==> config.mk <==
export PLATFORM = sky130hd
export DESIGN_NAME = sr_bitctl
export DESIGN_NICKNAME = d
export VERILOG_FILES = /design/src/rtl/sr_pkg.sv /design/src/rtl/sr_decode.sv /design/src/rtl/sr_update.sv /design/src/rtl/sr_bitctl.sv
export SDC_FILE = /design/constraint.sdc
export NUM_CORES = 1
export LEC_CHECK = 0
export CAP_MARGIN = 40
export CORE_ASPECT_RATIO = 0.9
export CORE_MARGIN = 1.5
export CORE_UTILIZATION = 41
export DETAILED_ROUTE_END_ITERATION = 6
export GPL_TIMING_DRIVEN = 0
export PLACE_DENSITY = 0.78
export SYNTH_ARGS = -nofsm -noshare
export SYNTH_HDL_FRONTEND = slang
export SYNTH_SLANG_ARGS = --single-unit
==> constraint.sdc <==
create_clock -name clk -period 1.5 [get_ports clk]
set_input_delay 0.3 -clock clk [delete_from_list [all_inputs] [get_ports clk]]
set_output_delay 0.3 -clock clk [all_outputs]
set_load 0.02 [all_outputs]
==> src/rtl/sr_pkg.sv <==
package sr_pkg;
  localparam int INSN_W = 16;

  typedef enum logic [1:0] {
    CLS_NONE = 2'd0,
    CLS_BSET = 2'd1,
    CLS_BCLR = 2'd2,
    CLS_MODE = 2'd3
  } insn_cls_e;

  localparam logic [7:0] OPC_BSET  = 8'h12;
  localparam logic [7:0] OPC_BCLR  = 8'h13;
  localparam logic [3:0] GRP_MODE  = 4'h8;

  localparam logic [3:0] SEL_DBL_CLR = 4'hA;
  localparam logic [3:0] SEL_DBL_SET = 4'hB;
  localparam logic [3:0] SEL_UNS_CLR = 4'hC;
  localparam logic [3:0] SEL_UNS_SET = 4'hD;
  localparam logic [3:0] SEL_A40_CLR = 4'hE;
  localparam logic [3:0] SEL_A40_SET = 4'hF;
endpackage

==> src/rtl/sr_decode.sv <==
module sr_decode
  import sr_pkg::*;
#(
  parameter int SR_W      = 16,
  parameter int IMM_W     = 3,
  parameter int BIT_OFS   = 6,
  parameter int DBL_POS   = 13,
  parameter int A40_POS   = 14,
  parameter int UNS_POS   = 15
) (
  input  logic              valid,
  input  logic [INSN_W-1:0] word,
  output logic [SR_W-1:0]   set_mask,
  output logic [SR_W-1:0]   clr_mask
);
  localparam int IDX_W = $clog2(SR_W);

  insn_cls_e        cls;
  logic [IDX_W-1:0] tgt_idx;
  logic [SR_W-1:0]  mode_set;
  logic [SR_W-1:0]  mode_clr;

  always_comb begin
    cls = CLS_NONE;
    if (valid) begin
      if (word[15:8] == OPC_BSET)       cls = CLS_BSET;
      else if (word[15:8] == OPC_BCLR)  cls = CLS_BCLR;
      else if (word[15:12] == GRP_MODE) cls = CLS_MODE;
    end
  end

  assign tgt_idx = IDX_W'(word[IMM_W-1:0]) + IDX_W'(BIT_OFS);

  always_comb begin
    mode_set = '0;
    mode_clr = '0;
    if (cls == CLS_MODE) begin
      case (word[11:8])
        SEL_DBL_CLR: mode_clr[DBL_POS] = 1'b1;
        SEL_DBL_SET: mode_set[DBL_POS] = 1'b1;
        SEL_UNS_CLR: mode_clr[UNS_POS] = 1'b1;
        SEL_UNS_SET: mode_set[UNS_POS] = 1'b1;
        SEL_A40_CLR: mode_clr[A40_POS] = 1'b1;
        SEL_A40_SET: mode_set[A40_POS] = 1'b1;
        default: ;
      endcase
    end
  end

  for (genvar b = 0; b < SR_W; b++) begin : g_mask
    logic hit;
    assign hit         = (tgt_idx == IDX_W'(b));
    assign set_mask[b] = ((cls == CLS_BSET) && hit) || mode_set[b];
    assign clr_mask[b] = ((cls == CLS_BCLR) && hit) || mode_clr[b];
  end
endmodule

==> src/rtl/sr_update.sv <==
module sr_update #(
  parameter int SR_W = 16
) (
  input  logic            clk,
  input  logic            rst,
  input  logic [SR_W-1:0] set_mask,
  input  logic [SR_W-1:0] clr_mask,
  output logic [SR_W-1:0] sr_q
);
  logic [SR_W-1:0] sr_d;

  assign sr_d = (sr_q & ~clr_mask) | set_mask;

  always_ff @(posedge clk) begin
    if (rst) sr_q <= '0;
    else     sr_q <= sr_d;
  end
endmodule

==> src/rtl/sr_bitctl.sv <==
module sr_bitctl
  import sr_pkg::*;
#(
  parameter int SR_W    = 16,
  parameter int IMM_W   = 3,
  parameter int BIT_OFS = 6,
  parameter int DBL_POS = 13,
  parameter int A40_POS = 14,
  parameter int UNS_POS = 15
) (
  input  logic              clk,
  input  logic              rst,
  input  logic              insn_valid,
  input  logic [INSN_W-1:0] insn_word,
  output logic [SR_W-1:0]   status_o,
  output logic              mul_double_o,
  output logic              acc40_o,
  output logic              mul_unsigned_o
);
  logic [SR_W-1:0] set_mask;
  logic [SR_W-1:0] clr_mask;
  logic [SR_W-1:0] sr_q;

  sr_decode #(
    .SR_W(SR_W), .IMM_W(IMM_W), .BIT_OFS(BIT_OFS),
    .DBL_POS(DBL_POS), .A40_POS(A40_POS), .UNS_POS(UNS_POS)
  ) u_dec (
    .valid    (insn_valid),
    .word     (insn_word),
    .set_mask (set_mask),
    .clr_mask (clr_mask)
  );

  sr_update #(.SR_W(SR_W)) u_reg (
    .clk      (clk),
    .rst      (rst),
    .set_mask (set_mask),
    .clr_mask (clr_mask),
    .sr_q     (sr_q)
  );

  assign status_o       = sr_q;
  assign mul_double_o   = sr_q[DBL_POS];
  assign acc40_o        = sr_q[A40_POS];
  assign mul_unsigned_o = sr_q[UNS_POS];
endmodule

# Word level (Yosys, flattened, before mapping)
# Cells that the tools add are included.
[word_totals]
register_bits = 16
latch_bits = 0
ram_bits = 0
romBits = 0
n_memories = 0
[classes]
addsub = 1
n_mul = 0
div_mod_pow = 0
n_lt_le_gt_ge = 0
eq_ne = 27
shift = 0
n_mux = 12
n_bitwise = 3
n_reduce_logical = 39
[ops]
columns = ["op", "n"]
rows = [
  ["$eq A4 B4 Y1 const B", 15],
  ["$logic_and A1 B1 Y1", 32],
  ["$and A16 B16 Y16", 1],
  ["$eq A4 B3 Y1 const B", 4],
  ["$eq A8 B5 Y1 const B", 2],
  ["$not A16 Y16", 1],
  ["$or A16 B16 Y16", 1],
  ["$eq A4 B2 Y1 const B", 2],
  ["$mux W2", 4],
  ["$logic_or A1 B1 Y1", 6],
  ["$mux W1", 6],
  ["$mux W3", 2],
  ["$add A3 B3 Y4 const B", 1],
  ["$eq A2 B2 Y1 const B", 2],
  ["$eq A4 B1 Y1 const B", 1],
  ["$logic_not A4 Y1", 1],
  ["$eq A2 B1 Y1 const B", 1],
]

# Logic depth before layout (Yosys ltp)
# Gate-level depths: netlist of the first run.
[depth]
word_depth = 11
ltp_mapped = 5

# Cells and area by module
# Synthesis of the first run repeated with hierarchy kept, for this count alone.
[hier_totals]
hier_cells = 135
area_unflattened_um2 = 1072.3
[modules_own_cells]
columns = ["mod", "n_inst", "cells_per_inst", "area_each_um2"]
rows = [
  ["sr_update", 1, 66, 629.4],
  ["sr_decode", 1, 66, 420.4],
  ["sr_bitctl", 1, 3, 22.5],
]

# Worst setup path after synthesis of the first run
# No wires, ideal clock.
[synth_timing]
kind = "input to register"
start = "input port insn_word[13]"
end = "register u_reg.sr_q[9]"
setup_time_ps = 70
arrival_ps = 1305
required_time_ps = 1430
path_slack_ps = 125
cell_stages = 4
path_cell_list = "nor3b_4 nand3_4 or3_1 a21oi_1"
[synth_between]
elab_chain_len = 10
word_cells_on_any_way = 14
[synth_lines]
columns = ["item", "line_no", "text"]
rows = [
  ["start, declared", "sr_bitctl.sv:14", "input logic [INSN_W-1:0] insn_word,"],
  ["$eq A4 B4 Y1", "sr_decode.sv:28", "else if (word[15:12] == GRP_MODE) cls = CLS_MODE;"],
  ["$mux W2", "sr_decode.sv:28", ""],
  ["$mux W2", "sr_decode.sv:27", "else if (word[15:8] == OPC_BCLR) cls = CLS_BCLR;"],
  ["$mux W2 *", "sr_decode.sv:26", "if (word[15:8] == OPC_BSET) cls = CLS_BSET;"],
  ["$mux W2 *", "sr_decode.sv:25", "if (valid) begin"],
  ["$eq A2 B2 Y1", "sr_decode.sv:54", "assign clr_mask[b] = ((cls == CLS_BCLR) && hit) || mode_clr[b];"],
  ["$logic_and A1 B1 Y1", "sr_decode.sv:54", ""],
  ["$not A16 Y16", "sr_update.sv:12", "assign sr_d = (sr_q & ~clr_mask) | set_mask;"],
  ["$and A16 B16 Y16", "sr_update.sv:12", ""],
  ["$or A16 B16 Y16 *", "sr_update.sv:12", ""],
  ["end signal, assigned", "sr_update.sv:16", "else sr_q <= sr_d;"],
  ["end, declared", "sr_update.sv:8", "output logic [SR_W-1:0] sr_q"],
]
# Every way passes the cells marked *; elsewhere a longest branch is shown, timed or not.
# A chain may end at the register's enable or synchronous reset.

# Final worst setup path of the first run
[layout_timing]
start = "input port insn_word[9]"
end = "register u_reg.sr_q[3]"
[layout_between]
elab_chain_len = 9
word_cells_on_any_way = 12
[layout_lines]
columns = ["item", "line_no"]
rows = [
  ["$eq A8 B5 Y1", "sr_decode.sv:27"],
  ["$mux W2", "sr_decode.sv:27"],
  ["$mux W2 *", "sr_decode.sv:26"],
  ["$mux W2 *", "sr_decode.sv:25"],
  ["$eq A2 B2 Y1", "sr_decode.sv:54"],
  ["$logic_and A1 B1 Y1", "sr_decode.sv:54"],
  ["$not A16 Y16", "sr_update.sv:12"],
  ["$and A16 B16 Y16", "sr_update.sv:12"],
  ["$or A16 B16 Y16 *", "sr_update.sv:12"],
]
# Marks and branches as above.

==> results of run 1 <==
[power by group]
group	switching [mW]	internal [mW]
Combinational	0.0823	0.0732
Sequential	0.00610	0.430
Clock	0.136	0.148
Total	0.225	0.651
[cells by family (layout without fill, tap and decap cells)]
kind of cell,Yosys count,in the layout,share of synthesized area [%]
AOI/OAI and AO/OA,35,35,22.6
adders and majority gates,2,2,2.86
buffers and inverters,8,49,4.71
DFF,16,16,36.6
and+or+nand+nor,36,36,33.3
[per-layer routing]
layer | up-vias | GRT usage, %
li1 | 455 | -
met1 | 420 | 23.0
met2 | 33 | 32.1
met3 | 2 | 2.23
met4 | 0 | 8.42
met5 | - | 0
[Yosys cell counts, types with 2 or more instances]
library cell,number,area share (%)
dfxtp_1,16,37
o21ai_0,16,9.1
a21oi_1,13,7.4
or3_1,13,9.3
a221oi_1,3,3.0
a311oi_1,3,3.0
buf_4,3,2.6
nand2_1,3,1.3
nand3_1,3,1.7
and2_1,2,1.4
and3_1,2,1.4
clkbuf_1,2,0.86
ha_1,2,2.9
inv_1,2,0.86
nand3_4,2,4.0
[final cells by class]
cell class	count	area [sq um]
buffer	6	35.0
sequential	16	320
clock buffer	4	36.3
inverter	2	7.51
fill	167	598
timing repair buffer	37	344
tap	25	31.3
multi-input combinational	73	598
[worst min-delay path by stage]
stage                                   start                         to  slack [ns]  cells after the start
global route                              rst  u_reg.sr_q[11]$_SDFF_PP0_        0.35                      2
global placement     u_reg.sr_q[3]$_SDFF_PP0_   u_reg.sr_q[3]$_SDFF_PP0_        0.46                      2
CTS                                       rst  u_reg.sr_q[11]$_SDFF_PP0_        0.34                      2
finish                                    rst  u_reg.sr_q[11]$_SDFF_PP0_        0.34                      2
detailed placement  u_reg.sr_q[11]$_SDFF_PP0_  u_reg.sr_q[11]$_SDFF_PP0_        0.47                      2
floorplan                        insn_word[8]   u_reg.sr_q[4]$_SDFF_PP0_        0.48                      2
[worst max-delay path, cell delays in order]
cell and delay, ns:
dlygate4sd2_1 0.26, nor3b_4 0.28, nand3_1 0.26, or3_1 0.42
a21oi_1 0.15
[metrics by stage]
stage | TNS, ns | hold slack [ns] | utilization (%) | power (mW)
floorplan | 0 | 0.478 | - | 0.515
global placement | -7.44 | 0.460 | 61.8 | 0.584
detailed placement | -8.01 | 0.466 | 61.8 | 0.588
CTS | -0.00152 | 0.337 | 65.7 | 0.876
finish | 0 | 0.344 | 69.7 | 0.875
global route | 0 | 0.347 | 69.7 | 0.912
[timing repair]
item / CTS / global route
pin swaps: 4 / 15
resized for setup: 31 / 29
endpoints found under the setup margin: 35 / 16
buffers inserted: 3 / 3
==> out/summary.txt, run 1 <==
outcome: finished clean
Core Area: 0.00197 sq mm
CTS tree: built
CTS buffer count: 3
Top Layer Used: met4
Clock Skews: 0 ns
most frequent cells in the layout: 21 x dlygate4sd2_1, 16 x dfxtp_1, 15 x o21ai_0
clk buf depth: 2
GRT Total Usage: 18.3%
Final setup viols: 0
largest registers: u_reg.sr_q x16
Max Freq: 687 MHz
ys async rst share: 0%
final non-filler cell total: 163
CTS H-tree depth: 1
synthesized area: 876 sq um
area delta synth->final: 56.7%
die width: 51.7 um
pwr/cell area: 638 mW/mm^2
First DRT Iteration DRCs: 10
Critical Path AT: 1.67 ns
CTS root buf: clkbuf_4
# IOs: 38
CP endpoint: u_reg.sr_q[3]$_SDFF_PP0_
RSZ-0062 raised after global routing: false
Cells after DPL: 153
Critical Path End Type: register
min Tclk post-route: 1.46 ns
Worst-Margin Slew: 0.513 ns
initial antenna violation count: 0
largest net degree at the start of global routing: 11
# rows: 15
via count: 910
DRC Markers: 0
Setup crit start: insn_word[9]
Unique masters post-synth: 27
die area: 0.00242 sq mm
layout cell share with drive strength beyond 1: 29.0%
EDFF count, synth: 0
routed wl met2: 1080 um
WL/cell: 13.5 um
commonest non-fill, non-tap cell in the layout: dlygate4sd2_1
I/O Buffers: 31
post-synthesis sequential area ratio: 36.6%
Slew Viols, Final: 0
critical path class: in -> reg
Metal-1 WL: 993 um
hpwl dp: 1550 um
R2R cell count: 2
Hold Vio Cnt, Final: 0
Initial Util: 44.4%
Synthesis Warnings: 0
HP Class: in -> reg
static leakage: 0.620 nW
setup ws final: 0.0448 ns
vias in the first global route: 774
syn nets: 118
CP required: 1.71 ns
Sink Count: 16
Placed Instance Area: 0.00122 sq mm
DRT Wirelength: 2210 um
Reg2Reg Launch Point: u_reg.sr_q[13]$_SDFF_PP0_
vias per cell: 5.58
Clock Pin Slew Worst Setup and Hold Paths: 0.10 ns
antenna viol nets, final: 0
Startpoint Class: input port
worst relative slew slack: 65.8%
maximum VDD drop: 0.000406 V
Clock Latency Late Sink: 0.28 ns
fin area: 0.00137 sq mm
R2R Path End: u_reg.sr_q[13]$_SDFF_PP0_
Syn Inst Count: 97
first-pass GRT wire length: 3280 um
Hold-fix buffers, CTS: 0
number of synthesized register bits: 16
Die Y: 46.8 um
max reg flops: 16
Setup Slack @ Placement: -0.553 ns
Synth Flop Type: dfxtp_1
Final Cycle Share: 97.0%
first drt pass iteration count: 4
gp weighted congestion: 0.845
synthesized area per cell: 9.03 sq um
reg-to-reg slack, setup: 0.66 ns
nets: 160
Antenna Cells: 0
max_cap viols: 0
DR WL met3: 103 um
Top reg by flops: u_reg.sr_q
grt ovf: 0
Worst Path Max Fanout: 7
Note: power is estimated with default switching activity, not from simulation.
==> inputs of run 2 (changes only) <==
--- a/config.mk
+++ b/config.mk
@@ -9,6 +9,8 @@
 export CORE_ASPECT_RATIO = 0.9
 export CORE_MARGIN = 1.5
 export CORE_UTILIZATION = 41
+export CTS_CLUSTER_DIAMETER = 150
+export CTS_CLUSTER_SIZE = 25
 export DETAILED_ROUTE_END_ITERATION = 6
 export GPL_TIMING_DRIVEN = 0
 export PLACE_DENSITY = 0.78
==> results of run 2 <==
Final layout, timing and power as in run 1 (identical DEF).
